File: src/rtl/svc_scan_pkg.sv
`timescale 1ns/1ps
package svc_scan_pkg;
  typedef enum logic {DIR_RX = 1'b0, DIR_TX = 1'b1} dir_e;
endpackage

File: src/rtl/svc_flag_bank.sv
`timescale 1ns/1ps
module svc_flag_bank #(
  parameter int N = 16
) (
  input  logic         clk_i,
  input  logic         rst_ni,
  input  logic [N-1:0] set_i,
  input  logic [N-1:0] clr_i,
  output logic [N-1:0] flag_o
);
  logic [N-1:0] flag_q;

  for (genvar g = 0; g < N; g++) begin : g_flag
    always_ff @(posedge clk_i or negedge rst_ni) begin
      if (!rst_ni)       flag_q[g] <= 1'b0;
      else if (set_i[g]) flag_q[g] <= 1'b1;  // set beats clear
      else if (clr_i[g]) flag_q[g] <= 1'b0;
    end


    set_wins_chk: assert property (@(posedge clk_i) disable iff (!rst_ni)
      set_i[g] |=> flag_o[g]);

    clr_drops_chk: assert property (@(posedge clk_i) disable iff (!rst_ni)
      (clr_i[g] && !set_i[g]) |=> !flag_o[g]);
  end

  assign flag_o = flag_q;
endmodule

File: src/rtl/svc_scan_pos.sv
`timescale 1ns/1ps
module svc_scan_pos #(
  parameter  int NPOS = 32,
  localparam int PW   = $clog2(NPOS)
) (
  input  logic          clk_i,
  input  logic          rst_ni,
  input  logic          valid_i,
  input  logic          step_i,
  output logic [PW-1:0] pos_o
);
  localparam logic [PW-1:0] LAST = PW'(NPOS - 1);

  logic [PW-1:0] pos_q, pos_nxt;
  logic          hold;

  assign hold    = valid_i && !step_i;
  assign pos_nxt = (pos_q == LAST) ? '0 : pos_q + PW'(1);

  always_ff @(posedge clk_i or negedge rst_ni) begin
    if (!rst_ni)    pos_q <= '0;
    else if (!hold) pos_q <= pos_nxt;
  end

  assign pos_o = pos_q;


  pos_hold_chk: assert property (@(posedge clk_i) disable iff (!rst_ni)
    (valid_i && !step_i) |=> (pos_o == $past(pos_o)));

  pos_advance_chk: assert property (@(posedge clk_i) disable iff (!rst_ni)
    !(valid_i && !step_i) |=>
      (pos_o == (($past(pos_o) == LAST) ? '0 : $past(pos_o) + PW'(1))));
endmodule

File: src/rtl/svc_flag_scanner.sv
`timescale 1ns/1ps
module svc_flag_scanner #(
  parameter  int NUM_GROUPS  = 4,
  parameter  int GROUP_LINES = 4,
  localparam int NUM_LINES   = NUM_GROUPS * GROUP_LINES,
  localparam int LW          = (NUM_LINES > 1) ? $clog2(NUM_LINES) : 1
) (
  input  logic                 clk_i,
  input  logic                 rst_ni,
  input  logic [NUM_LINES-1:0] rx_set_i,
  input  logic [NUM_LINES-1:0] tx_set_i,
  input  logic                 step_i,
  output logic                 valid_o,
  output logic [LW-1:0]        line_o,
  output logic                 dir_o,
  output logic [NUM_LINES-1:0] clr_rx_o,
  output logic [NUM_LINES-1:0] clr_tx_o
);
  import svc_scan_pkg::*;

  localparam int NPOS = 2 * NUM_LINES;
  localparam int PW   = $clog2(NPOS);

  logic [NUM_LINES-1:0] rx_flag, tx_flag, clr_rx, clr_tx;
  logic [NPOS-1:0]      all_flag;
  logic [PW-1:0]        pos;
  logic [LW-1:0]        line;
  dir_e                 dir;
  logic                 valid, take;

  svc_flag_bank #(.N(NUM_LINES)) u_rx_bank (
    .clk_i (clk_i), .rst_ni (rst_ni),
    .set_i (rx_set_i), .clr_i (clr_rx), .flag_o (rx_flag)
  );

  svc_flag_bank #(.N(NUM_LINES)) u_tx_bank (
    .clk_i (clk_i), .rst_ni (rst_ni),
    .set_i (tx_set_i), .clr_i (clr_tx), .flag_o (tx_flag)
  );

  // receive positions first, transmit positions after
  assign all_flag = {tx_flag, rx_flag};

  always_comb begin
    valid = all_flag[pos];
    if (pos >= PW'(NUM_LINES)) begin
      dir  = DIR_TX;
      line = LW'(pos - PW'(NUM_LINES));
    end else begin
      dir  = DIR_RX;
      line = LW'(pos);
    end
    take   = valid && step_i;
    clr_rx = '0;
    clr_tx = '0;
    if (take) begin
      if (dir == DIR_RX) clr_rx[line] = 1'b1;
      else               clr_tx[line] = 1'b1;
    end
  end

  svc_scan_pos #(.NPOS(NPOS)) u_pos (
    .clk_i (clk_i), .rst_ni (rst_ni),
    .valid_i (valid), .step_i (step_i), .pos_o (pos)
  );

  assign valid_o  = valid;
  assign line_o   = line;
  assign dir_o    = dir;
  assign clr_rx_o = clr_rx;
  assign clr_tx_o = clr_tx;


  clr_onehot_chk: assert property (@(posedge clk_i) disable iff (!rst_ni)
    $onehot0({clr_tx_o, clr_rx_o}));

  clr_needs_take_chk: assert property (@(posedge clk_i) disable iff (!rst_ni)
    (|{clr_tx_o, clr_rx_o}) |-> (valid_o && step_i));

  req_hold_chk: assert property (@(posedge clk_i) disable iff (!rst_ni)
    (valid_o && !step_i) |=> (valid_o && $stable(line_o) && $stable(dir_o)));

  reset_idle_chk: assert property (@(posedge clk_i)
    !rst_ni |-> (!valid_o && clr_rx_o == '0 && clr_tx_o == '0));
endmodule

File: config.mk
export PLATFORM = sky130hd
export DESIGN_NAME = svc_flag_scanner
export DESIGN_NICKNAME = d
export VERILOG_FILES = /design/src/rtl/svc_scan_pkg.sv /design/src/rtl/svc_flag_bank.sv /design/src/rtl/svc_scan_pos.sv /design/src/rtl/svc_flag_scanner.sv
export SDC_FILE = /design/constraint.sdc
export NUM_CORES = 1
export LEC_CHECK = 0
export BUFFER_PORTS_ARGS = -buffer_cell sky130_fd_sc_hd__buf_4
export CELL_PAD_IN_SITES_DETAIL_PLACEMENT = 1
export CELL_PAD_IN_SITES_GLOBAL_PLACEMENT = 1
export CORE_MARGIN = 2
export CORE_UTILIZATION = 41
export CTS_CLUSTER_SIZE = 25
export DETAILED_ROUTE_END_ITERATION = 12
export PLACE_DENSITY = 0.93
export SLEW_MARGIN = 20
export SYNTH_ARGS = -nofsm -noshare
export SYNTH_HDL_FRONTEND = slang
export SYNTH_SLANG_ARGS = --single-unit
export TNS_END_PERCENT = 30
File: constraint.sdc
create_clock -name clk_i -period 5.1 [get_ports clk_i]
set_clock_uncertainty 0.2 [all_clocks]
set_input_delay 0.51 -clock clk_i [delete_from_list [all_inputs] [get_ports clk_i]]
set_output_delay 0.51 -clock clk_i [all_outputs]
set_load 0.01 [all_outputs]
Yosys cells after proc, flatten, opt, wreduce, memory -nomap -nowiden
Cells that the tools add are included.
{ "word_totals": {"register_bits": 37, "input_bits": 35, "out_inout_bits": 38, "elab_cells": 151} }
{ "classes": {"add_sub_neg": 2, "magnitude_cmp": 4, "eq_ne": 1, "mux": 75, "n_reduce_logical": 36} }
{ "ops": {"columns": ["operator", "n"], "rows": [
  ["$mux W1", 67],
  ["$mux W16", 4],
  ["$reduce_bool A2 Y1", 32],
  ["$lt A5 B6 Y1 const B", 1],
  ["$add A5 B1 Y5 const B", 1],
  ["$bmux W1 S5", 1],
  ["$eq A5 B5 Y1 const B", 1],
  ["$ge A5 B5 Y1 const B", 1],
  ["$lt A4 B5 Y1 const B", 1],
  ["$mux W5", 1],
  ["$demux W1 S4", 1],
  ["$ge A4 B1 Y1 const B", 1],
  ["$mux W4", 1],
  ["$sub A4 B1 Y4 const B", 1],
  ["$logic_and A1 B1 Y1", 3],
  ["$logic_not A1 Y1", 1]
]} }

Depth between registers and ports, before layout
Gate-level depths: netlist of run 1.
{ "depth": {"word_depth": 10, "mapped_depth": 9, "depth_no_buf": 7} }

Cells and area by module
Synthesis of run 1 repeated with hierarchy kept, for this count alone.
{ "unflattened": {"cells_unflattened": 201, "area_unflattened_um2": 2093.3} }
{ "modules_own_cells": {"columns": ["module", "instances", "cells_per_inst", "area_each_um2"], "rows": [
  ["svc_flag_bank", 2, 48, 580.6],
  ["svc_flag_scanner", 1, 82, 665.6],
  ["svc_scan_pos", 1, 23, 266.5]
]} }

Worst setup path before layout of run 1
OpenSTA, ideal clock, no wires.
{ "synth_path": {"path_kind": "reg2out", "start": "register u_pos.pos_q[1], in the netlist u_pos.pos_o[1]", "end": "output port clr_rx_o[13]", "t_arrival_ns": 2.086, "required_ns": 4.390, "path_slack_ns": 2.304, "path_stages_with_launch": 9, "path_buffers": 3, "path_cell_list": "dfrtp_1 buf_6 mux4_1 nand3_1 nand4_1 nand2_1 buf_2 buf_1 nor3_1"} }
{ "synth_via": {"elab_chain_len": 8} }
{ "synth_lines": {"columns": ["item", "line", "text"], "rows": [
  ["start, declared", "svc_scan_pos.sv:14", "logic [PW-1:0] pos_q, pos_nxt;"],
  ["start signal, assigned", "svc_scan_pos.sv:22", "else if (!hold) pos_q <= pos_nxt;"],
  ["$sub A4 B1 Y4 or $ge A5 B5 Y1 (tied branches)", "svc_flag_scanner.sv:48, svc_flag_scanner.sv:46", null],
  ["$mux W4", "svc_flag_scanner.sv:46", "if (pos >= PW'(NUM_LINES)) begin"],
  ["$lt A4 B5 Y1 (implied by the code) or $ge A4 B1 Y1 (tied branches)", "svc_flag_scanner.sv:57", "if (dir == DIR_RX) clr_rx[line] = 1'b1;"],
  ["$logic_and A1 B1 Y1 (implied by the code)", "svc_flag_scanner.sv:57", null],
  ["$mux W1 (implied by the code)", "svc_flag_scanner.sv:57", null],
  ["$demux W1 S4", "svc_flag_scanner.sv:57", null],
  ["$mux W16", "svc_flag_scanner.sv:57", null],
  ["$mux W16 *", "svc_flag_scanner.sv:56", "if (take) begin"],
  ["end, declared", "svc_flag_scanner.sv:16", "output logic [NUM_LINES-1:0] clr_rx_o,"]
]} }
Every way passes the cells marked *; elsewhere a longest branch is shown, timed or not. The select of a mux whose other input is x is not followed.

Worst setup path after layout of run 1
{ "layout_path": {"start": "register u_pos.pos_q[1], in the netlist u_pos.pos_o[1]", "end": "output port clr_rx_o[0]"} }
Same word-level chain as after synthesis.

==> flow_summary.yaml, run 1 <==
status:
  status: "finished clean"
logic_synthesis:
  ys.flop_type: "dfrtp_1"
  ys_seq_area_frac: 0.3953
  synth_xor_area_frac: 0.003739
  synth_mux_area_frac: 0.1004
  synth_edf_count: 0
  syn-instance-count: 257
  synth_cell_type_count: 39
  yosysWarnings: 0
  synthSimpleGateAreaFrac: 0.2671
  yosys_register_bits: 37
  syn_avg_cell_area_um2: 9.114
  netlist.top_cell.by_area: "dfrtp_1"
  synth_top_family_by_area: "simple AND/OR/NAND/NOR gates"
  synthArstFlopShare: 1.000
  synth_top_cell_area_share: 0.3953
  synth_area_leaders: "dfrtp_1, nor2_1, nor3_1, o41ai_1, mux4_1"
  syn_area_um2: 2342
  synth_compound_area_frac: 0.1266
  synthAdderAreaFrac: 0.02671
  synth_nets: 297
place:
  io_buffers: 72
  dp_cells: 377
  dp_hpwl_um: 5534
  gp_congestion: 0.8122
cells_and_area:
  fin_nets: 353
  drive_above_1_share: 0.2739
  final_cells: 386
  regArea_um2: 925.9
  multi_input_area_um2: 1229
  layout_common_cells: "buf_4, nor2_1, dfrtp_1"
  final_common_cell: "buf_4"
  diodes: 0
  area_growth_pct: 26.23
  fillerInstances: 644
flow_run:
  drv_cap: 0
pwr:
  ir_worst_vdd_mv: 0.2713
  leakagePower_nw: 1.201
  powerDensity_nw_per_um2: 513.4
sta:
  min_period_over_period: 0.8063
  setup-tns-final_ns: 0
  worst_pin_slew_ns: 0.7747
  fmax_ghz: 0.2432
  finalSetupViolCount: 0
  rsz0062_at_grt: "no"
  min_period_ns: 4.112
  relSlewSlack: 0.4835
  final_max_slew_viol_count: 0
  hold_viol_final: 0
die:
  die_y_um: 79.59
  die_x_um: 79.59
  core-area_um2: 5507
  row_count: 27
  start_util: 0.4254
  num_io_pins: 73
  dieArea_um2: 6334
cts:
  clk_latency_ns: 0.30
  htreeDepth: 2
  cts_tree: "done"
  cts_buffers: 5
  post_cts_buffers: 0
  cts_max_path_buffers: 2
  cts.sinks: 37
  clk_pin_slew_ns: 0.07
  ctsResizeCount: 0
  cts-root-buf: "clkbuf_8"
worst_setup_path:
  start_kind: "register"
  cpMaxStageDelayCell: "dfrtp_1"
  cp_max_fo: 18
  rr_startpoint: "u_pos.pos_o[1]"
  worstPathArrival_ns: 3.40
  crit_buf_inv: 2
  crit_required_ns: 4.39
  worst_setup_path_end_kind: "output port"
  critPathLaunch: "u_pos.pos_o[1]"
  crit_type: "register to output port"
  crit_family: "flip-flops"
  crit_chain: "mux4_1, a32oi_1, nand4_1, nand2_1, clkinv_1, and3_1, buf_4"
  max_stage_delay_ns: 0.85
drt:
  drc: 0
  postRouteAntennaNets: 0
  dr.pass1.iters: 4
  via_per_inst: 5.917
  drt_iter0_markers: 132
  wirelength_um: 7726
  vias: 2284
  wl_per_cell_um: 20.02
global_routing:
  antenna_found_initial: 0
  gr-total-overflow: 0
  grt_pass1_wl_um: 12480
  grt_max_degree: 38
  grt_pass1_vias: 2475
  grt_usage: 0.2593
worst_hold_path:
  hold_start: "rx_set_i[8]"
  hold_class: "input port to register"
-- kinds of logic (layout without fill, tap and decap cells) --
group                    after synthesis  after routing
AND/OR/NAND/NOR                      127            127
AO/OA/AOI/OAI                         39             39
flip-flops                            37             37
buffers and inverters                 35             92
multiplexers                          13             13
adder cells (fa/ha/maj)                5              5
XOR/XNOR                               1              1
-- worst paths after layout --
path	to	slack, ns	cells past startpoint
min reg2reg	u_rx_bank.flag_o[8]	0.30	1
min	u_rx_bank.flag_o[8]	0.19	2
min in group asynchronous	u_tx_bank.flag_o[13]	0.51	2
max reg2reg	u_pos.pos_o[0]	1.78	5
max in group asynchronous	u_tx_bank.flag_o[2]	3.85	2
max	clr_rx_o[0]	0.99	7
-- registers in the layout (all words and copies together) (netlist names) --
name / flops
u_pos.pos_o: 5
u_tx_bank.flag_o: 16
u_rx_bank.flag_o: 16
-- through the flow --
stage	area, µm²	power [mW]	setup slack (ns)	utilization	hold slack, ns
2_1_floorplan	2342	1.019	2.304	-	0.01441
3_3_place_gp	2830	1.196	1.522	0.5140	0.2690
3_5_place_dp	2830	1.230	1.415	0.5140	0.2899
4_1_cts	2957	1.502	1.069	0.5369	0.1980
5_1_grt	2957	1.609	0.8188	0.5369	0.1965
6_report	2957	1.518	0.9876	0.5369	0.1909
-- power by group --
part | internal, mW | switching, mW | total (mW)
logic | 0.277 | 0.507 | 0.784
clock network | 0.159 | 0.110 | 0.270
registers | 0.332 | 0.132 | 0.464
-- worst register-to-register path: cells and delay by family, from the launching register on --
family,cells,cell delay [ns]
mux,2,0.97
simple gates,3,1.19
flops,1,0.85
-- area by class of cell --
type,instances,share of cell area
well taps,72,0.03047
multi-input cells,185,0.4156
repair buffers,74,0.1887
inverters,10,0.01270
clock inverters,1,0.01016
flip-flops and latches,37,0.3132
clock buffers,7,0.02920
-- synth_stat cells, types with 3 or more instances --
master,number
o31ai_1,4
mux4_1,4
nand3_1,9
nand2_1,17
o41ai_1,13
clkbuf_1,10
nand2b_1,15
mux2_4,3
ha_1,5
and2_1,3
buf_2,3
dfrtp_1,37
nand4_1,7
buf_4,6
buf_6,4
inv_1,9
a31oi_1,14
nor2_1,38
nor3_1,26
mux2i_1,4
-- per-layer routing --
| layer | routed length (µm) | track usage | vias to the layer above |
|---|---|---|---|
| met1 | 3212 | 0.3155 | 1134 |
| met3 | 448 | 0.05769 | 19 |
| met2 | 3892 | 0.4471 | 91 |
| met5 | 0 | 0 | - |
| met4 | 172 | 0.09655 | 0 |
| li1 | - | - | 1040 |
-- timing repair --
item | CTS | global route
hold buffers | 1 | 0
endpoints found under the setup margin | 0 | 0
endpoints found under the hold margin | 37 | 0
(Power assumes the default switching activity.)
==> inputs of run 2 (changes only) <==
--- a/config.mk
+++ b/config.mk
@@ -5,14 +5,15 @@
 export SDC_FILE = /design/constraint.sdc
 export NUM_CORES = 1
 export LEC_CHECK = 0
+export ABC_AREA = 1
 export BUFFER_PORTS_ARGS = -buffer_cell sky130_fd_sc_hd__buf_4
 export CELL_PAD_IN_SITES_DETAIL_PLACEMENT = 1
 export CELL_PAD_IN_SITES_GLOBAL_PLACEMENT = 1
 export CORE_MARGIN = 2
-export CORE_UTILIZATION = 41
+export CORE_UTILIZATION = 33
 export CTS_CLUSTER_SIZE = 25
 export DETAILED_ROUTE_END_ITERATION = 12
-export PLACE_DENSITY = 0.93
+export PLACE_DENSITY = 0.84
 export SLEW_MARGIN = 20
 export SYNTH_ARGS = -nofsm -noshare
 export SYNTH_HDL_FRONTEND = slang
==> constraint.sdc (replaced) <==
create_clock -name clk_i -period 3.55 [get_ports clk_i]
set_clock_uncertainty 0.2 [all_clocks]
set_input_delay 0.355 -clock clk_i [delete_from_list [all_inputs] [get_ports clk_i]]
set_output_delay 0.355 -clock clk_i [all_outputs]
set_load 0.01 [all_outputs]
==> run 2 against run 1 <==
Wire length fell by 5.9%. Cell count increased by 35%. Setup slack got worse by 0.46 ns. Sequential power is 17% higher. Global-route usage shrank 7.6 points. Die area is 31% higher. Total power is 23% higher. Design area grew 5.9%. Worst hold slack got worse by 0.15 ns. Sequential share of layout area shrank 1.7 points. Critical endpoint is now clr_rx_o[13]. Largest power group unchanged. Highest routed layer unchanged.
==> flow_summary.yaml, run 2 <==
status:
  status: "finished clean"
logic_synthesis:
  synth_commonest_cells: "nand2_1, inv_1, nor2_1"
  synth_area_leaders: "dfrtp_1, nand2_1, inv_1, nor2_1, nand4_2"
  yosysMostFrequentCell: "nand2_1"
  synth_edf_count: 0
  synth_top_cell_area_share: 0.3702
  syn_avg_cell_area_um2: 7.006
  synth_cell_type_count: 27
  ys_seq_area_frac: 0.3702
  synth_nets: 397
  syn-instance-count: 357
  syn_area_um2: 2501
  yosysWarnings: 0
  ys.flop_type: "dfrtp_1"
  netlist.top_cell.by_area: "dfrtp_1"
  synthArstFlopShare: 1.000
  yosys_register_bits: 37
worst_hold_path:
  hold_start: "rx_set_i[0]"
  worstHoldPathCells: 3
  min_to: "u_rx_bank.flag_o[0]"
  hold_class: "input port to register"
die:
  dieArea_um2: 8292
  row_count: 31
  die_x_um: 91.06
  core-area_um2: 7292
  num_io_pins: 73
  die_y_um: 91.06
  start_util: 0.3430
place:
  dp_hpwl_um: 5507
  io_buffers: 72
  gp_congestion: 0.9308
  dp_cells: 512
  place_ws_ns: 0.8363
cells_and_area:
  fin_nets: 461
  final_cells: 520
  layout_common_cells: "nand2_1, inv_1, buf_4"
  drive_above_1_share: 0.2589
  diodes: 0
  fillerInstances: 982
  area_growth_pct: 25.16
  final_common_cell: "nand2_1"
pwr:
  powerDensity_nw_per_um2: 595.4
  ir_worst_vdd_mv: 0.2607
  leakagePower_nw: 1.938
sta:
  worst_pin_slew_ns: 0.5854
  final_max_slew_viol_count: 0
  rsz0062_at_grt: "no"
  relSlewSlack: 0.6093
  finalSetupViolCount: 0
  min_period_over_period: 0.8501
  worst_slack_ns: 0.5321
  hold_viol_final: 0
  setup-tns-final_ns: 0
  fmax_ghz: 0.3314
  min_period_ns: 3.018
worst_setup_path:
  rrSetupSlack_ns: 1.06
  crit_chain: "inv_2, nand3_1, nand3_1, nand2_1, nor2_2, inv_2, nand3_2, nor2_1, buf_4"
  cpMaxStageDelayCell: "dfrtp_1"
  cp_max_fo: 32
  rr_endpoint: "u_rx_bank.flag_o[15]"
  ff2ff_path_depth: 9
  crit_type: "register to output port"
  rr_startpoint: "u_pos.pos_o[1]"
  max_stage_delay_ns: 0.67
  worst_setup_path_end_kind: "output port"
  crit_required_ns: 2.99
  worstPathArrival_ns: 2.46
  start_kind: "register"
cts:
  cts_buffers: 5
  clk_pin_slew_ns: 0.07
  cts-root-buf: "clkbuf_8"
  cts_tree: "done"
  cts.sinks: 37
  htreeDepth: 2
  clk_latency_ns: 0.29
  cts_max_path_buffers: 2
drt:
  vias: 2412
  postRouteAntennaNets: 0
  wl_per_cell_um: 13.99
  dr.pass1.iters: 4
  drt_iter0_markers: 89
  drc: 0
  wirelength_um: 7273
  via_per_inst: 4.638
global_routing:
  antenna_found_initial: 0
  grt_pass1_wl_um: 12230
  grt_usage: 0.1836
  grt_pass1_vias: 2570
  grt_max_degree: 38
  gr-total-overflow: 0
flow_run:
  drv_cap: 0
run 2: repair_timing:
item	CTS	global route
setup buffers	0	0
resized for setup	0	0
hold buffers	1	0
endpoints found under the hold margin	37	0
setup endpoints to repair	0	0
run 2: area by class of cell:
class	instances	area, µm²	share of cell area
flip-flops and latches	37	925.9	0.2958
repair buffers	75	565.5	0.1807
clock buffers	7	86.33	0.02758
well taps	99	123.9	0.03957
multi-input cells	224	1136	0.3629
inverters	78	292.8	0.09353
run 2: kinds of logic after synthesis:
logic type / synth area share
and+or+nand+nor: 0.3622
buffers and inverters: 0.1756
DFF: 0.3702
AOI/OAI and AO/OA: 0.06003
adders and majority gates: 0.02501
xor gates and xnor gates: 0.007005
run 2: worst max-delay path: cells and delay by family, from the launching register on:
kind	cells	cell delay [ns]
and+or+nand+nor	6	1.09
DFF	1	0.67
buffers and inverters	3	0.41
run 2: worst max-delay path by stage:
stage,startpoint,endpoint,cells after the start
4_1_cts,u_pos.pos_o[1],clr_rx_o[13],9
6_report,u_pos.pos_o[1],clr_rx_o[13],9
5_1_grt,u_pos.pos_o[1],clr_rx_o[3],10
3_5_place_dp,u_pos.pos_o[1],clr_rx_o[13],9
2_1_floorplan,u_pos.pos_o[0],clr_tx_o[10],11
3_3_place_gp,u_pos.pos_o[1],clr_rx_o[9],9
run 2: power by group:
group	internal (mW)	leakage [nW]	switching (mW)
clock	0.154	0.0443	0.147
combinational	0.326	1.55	0.693
sequential	0.470	0.344	0.0725
run 2: metrics by stage:
step	util	power, mW	hold WS, ns	instance area (µm²)
2_1_floorplan	-	1.357	-0.1406	2501
3_3_place_gp	0.4161	1.532	0.1412	3034
3_5_place_dp	0.4161	1.570	0.1556	3034
4_1_cts	0.4293	1.879	0.04204	3131
5_1_grt	0.4293	2.017	0.04355	3131
6_report	0.4293	1.864	0.04510	3131
run 2: per-layer routing:
metal  vias to the layer above  routed length [µm]  track usage  share of wire
li1                       1190                   -            -              -
met1                      1137                3017       0.2241           0.41
met4                         0                 163      0.06566          0.022
met3                        13                 326      0.03402          0.045
met5                         -                   0            0              0
met2                        72                3765       0.3222           0.52
==> inputs of run 3 (changes only) <==
--- a/config.mk
+++ b/config.mk
@@ -9,7 +9,7 @@
 export BUFFER_PORTS_ARGS = -buffer_cell sky130_fd_sc_hd__buf_4
 export CELL_PAD_IN_SITES_DETAIL_PLACEMENT = 1
 export CELL_PAD_IN_SITES_GLOBAL_PLACEMENT = 1
-export CORE_MARGIN = 2
+export CORE_MARGIN = 1.5
 export CORE_UTILIZATION = 33
 export CTS_CLUSTER_SIZE = 25
 export DETAILED_ROUTE_END_ITERATION = 12
==> run 3 against run 2 <==
Register-to-register slack lost 0.11 ns. Sequential share of layout area is the same. Highest routed layer unchanged. Fmax shrank 3.0%. Largest power group unchanged.
==> flow_summary.yaml, run 3 (synthesis results as in run 2) <==
die:
  row_count: 31
  dieArea_um2: 8111
  core-area_um2: 7292
  die_y_um: 90.06
  die_x_um: 90.06
  num_io_pins: 73
  start_util: 0.3430
sta:
  worst_pin_slew_ns: 0.6330
  relSlewSlack: 0.5775
  finalSetupViolCount: 0
  hold_viol_final: 0
  setup-tns-final_ns: 0
  holdWs_ns: 0.04363
  min_period_ns: 3.112
  final_max_slew_viol_count: 0
  min_period_over_period: 0.8766
  rsz0062_at_grt: "no"
  fmax_ghz: 0.3214
pwr:
  ir_worst_vdd_mv: 0.2812
  pwr-share-comb: 0.547
  p_seq_frac: 0.290
  p_switching_mw: 0.9278
  sw_frac_of_total: 0.4939
  pwr-share-clk: 0.162
  powerDensity_nw_per_um2: 600.0
  power.internal_mw: 0.9506
  leakagePower_nw: 1.938
worst_setup_path:
  max_stage_delay_ns: 0.67
  crit_required_ns: 2.99
  worst_setup_path_end_kind: "output port"
  crit_type: "register to output port"
  crit_family: "simple AND/OR/NAND/NOR gates"
  cp.depth: 9
  cp_max_fo: 32
  cpMaxStageDelayCell: "dfrtp_1"
  worstPathArrival_ns: 2.56
  ff2ff_path_depth: 9
  start_kind: "register"
  crit_chain: "inv_2, nand3_1, nand3_1, nand2_1, nor2_2, inv_2, nand3_2, nor2_1, buf_4"
  crit_buf_inv: 3
cts:
  cts.sinks: 37
  clk_latency_ns: 0.29
  cts_tree: "done"
  cts-root-buf: "clkbuf_8"
  cts_buffers: 5
  clk_pin_slew_ns: 0.07
  post_cts_buffers: 0
  htreeDepth: 2
  cts_max_path_buffers: 2
place:
  gp_congestion: 0.8934
  dpl_cell_area_um2: 3034
  dp_hpwl_um: 5535
  io_buffers: 72
flow_run:
  drv_cap: 0
worst_hold_path:
  hold_class: "input port to register"
  worstHoldPathCells: 3
cells_and_area:
  final_area_um2: 3131
  drive_above_1_share: 0.2589
  area_growth_pct: 25.16
  final_common_cell: "nand2_1"
  fin_nets: 461
  diodes: 0
  layout_common_cells: "nand2_1, inv_1, buf_4"
drt:
  dr.pass1.iters: 4
  via_per_inst: 4.685
  drc: 0
  drt_iter0_markers: 96
  postRouteAntennaNets: 0
  vias: 2436
  wirelength_um: 7244
  wl_per_cell_um: 13.93
global_routing:
  antenna_found_initial: 0
  grt_max_degree: 38
  grt_pass1_wl_um: 12500
  grt_util_met3: 0.03807
  gr-total-overflow: 0
  grt_pass1_vias: 2716
  met1_usage: 0.2191
  busiest_layer: "met2"
  grtUsageMet2: 0.3485
  grt_usage: 0.1895
status:
  status: "finished clean"
## run 3: cell counts in the layout (fill, tap and decap cells not counted)
No cell type changed its count.
## run 3: path summary, 6_finish.rpt
path | startpoint | to | slack (ns)
min in group asynchronous | rst_ni | u_rx_bank.flag_o[15] | 0.37
hold / removal | rx_set_i[5] | u_rx_bank.flag_o[5] | 0.04
hold reg to reg | u_tx_bank.flag_o[5] | u_tx_bank.flag_o[5] | 0.28
setup reg to reg | u_pos.pos_o[1] | u_rx_bank.flag_o[6] | 0.95
setup / recovery | u_pos.pos_o[1] | clr_rx_o[2] | 0.44
max in group asynchronous | rst_ni | u_tx_bank.flag_o[1] | 2.43
## run 3: repair_timing
action / 4_1_cts / 5_1_grt
resized for setup: 0 / 0
hold buffers: 1 / 0
endpoints found under the hold margin: 37 / 0
## run 3: worst reg2reg max path: cells and delay by family (launching register included)
family	cells	cell delay, ns
and+or+nand+nor	6	0.92
buffers and inverters	2	0.25
DFF	1	0.67
AOI/OAI and AO/OA	1	0.43
## run 3: cell type report
type	count	area, µm²
fillers	987	4161
multi-input cells	224	1136
flip-flops and latches	37	925.9
repair buffers	75	565.5
inverters	78	292.8
well taps	99	123.9
clock buffers	7	86.33
## run 3: power groups by stage
stage / combinational [mW] / sequential (mW) / clock [mW]
final: 1.03 / 0.546 / 0.305
after floorplan: 0.832 / 0.525 / 0
after global placement: 0.988 / 0.545 / 0
after CTS: 1.03 / 0.545 / 0.312
after global routing: 1.14 / 0.553 / 0.332
after detailed placement: 1.02 / 0.553 / 0
## run 3: per-stage QoR
step / total power, mW / instances / util / worst slack (ns)
3_5_place_dp: 1.575 / 512 / 0.4161 / 0.8241
4_1_cts: 1.888 / 520 / 0.4293 / 0.4357
2_1_floorplan: 1.357 / 357 / - / 1.504
3_3_place_gp: 1.533 / 512 / 0.4161 / 0.9240
5_1_grt: 2.026 / 520 / 0.4293 / 0.2599
6_report: 1.878 / 520 / 0.4293 / 0.4382
## run 3: layer usage
layer | up-vias | wire length, µm
met1 | 1179 | 3070
met3 | 12 | 243
met5 | - | 0
met2 | 54 | 3806
li1 | 1191 | -
met4 | 0 | 125
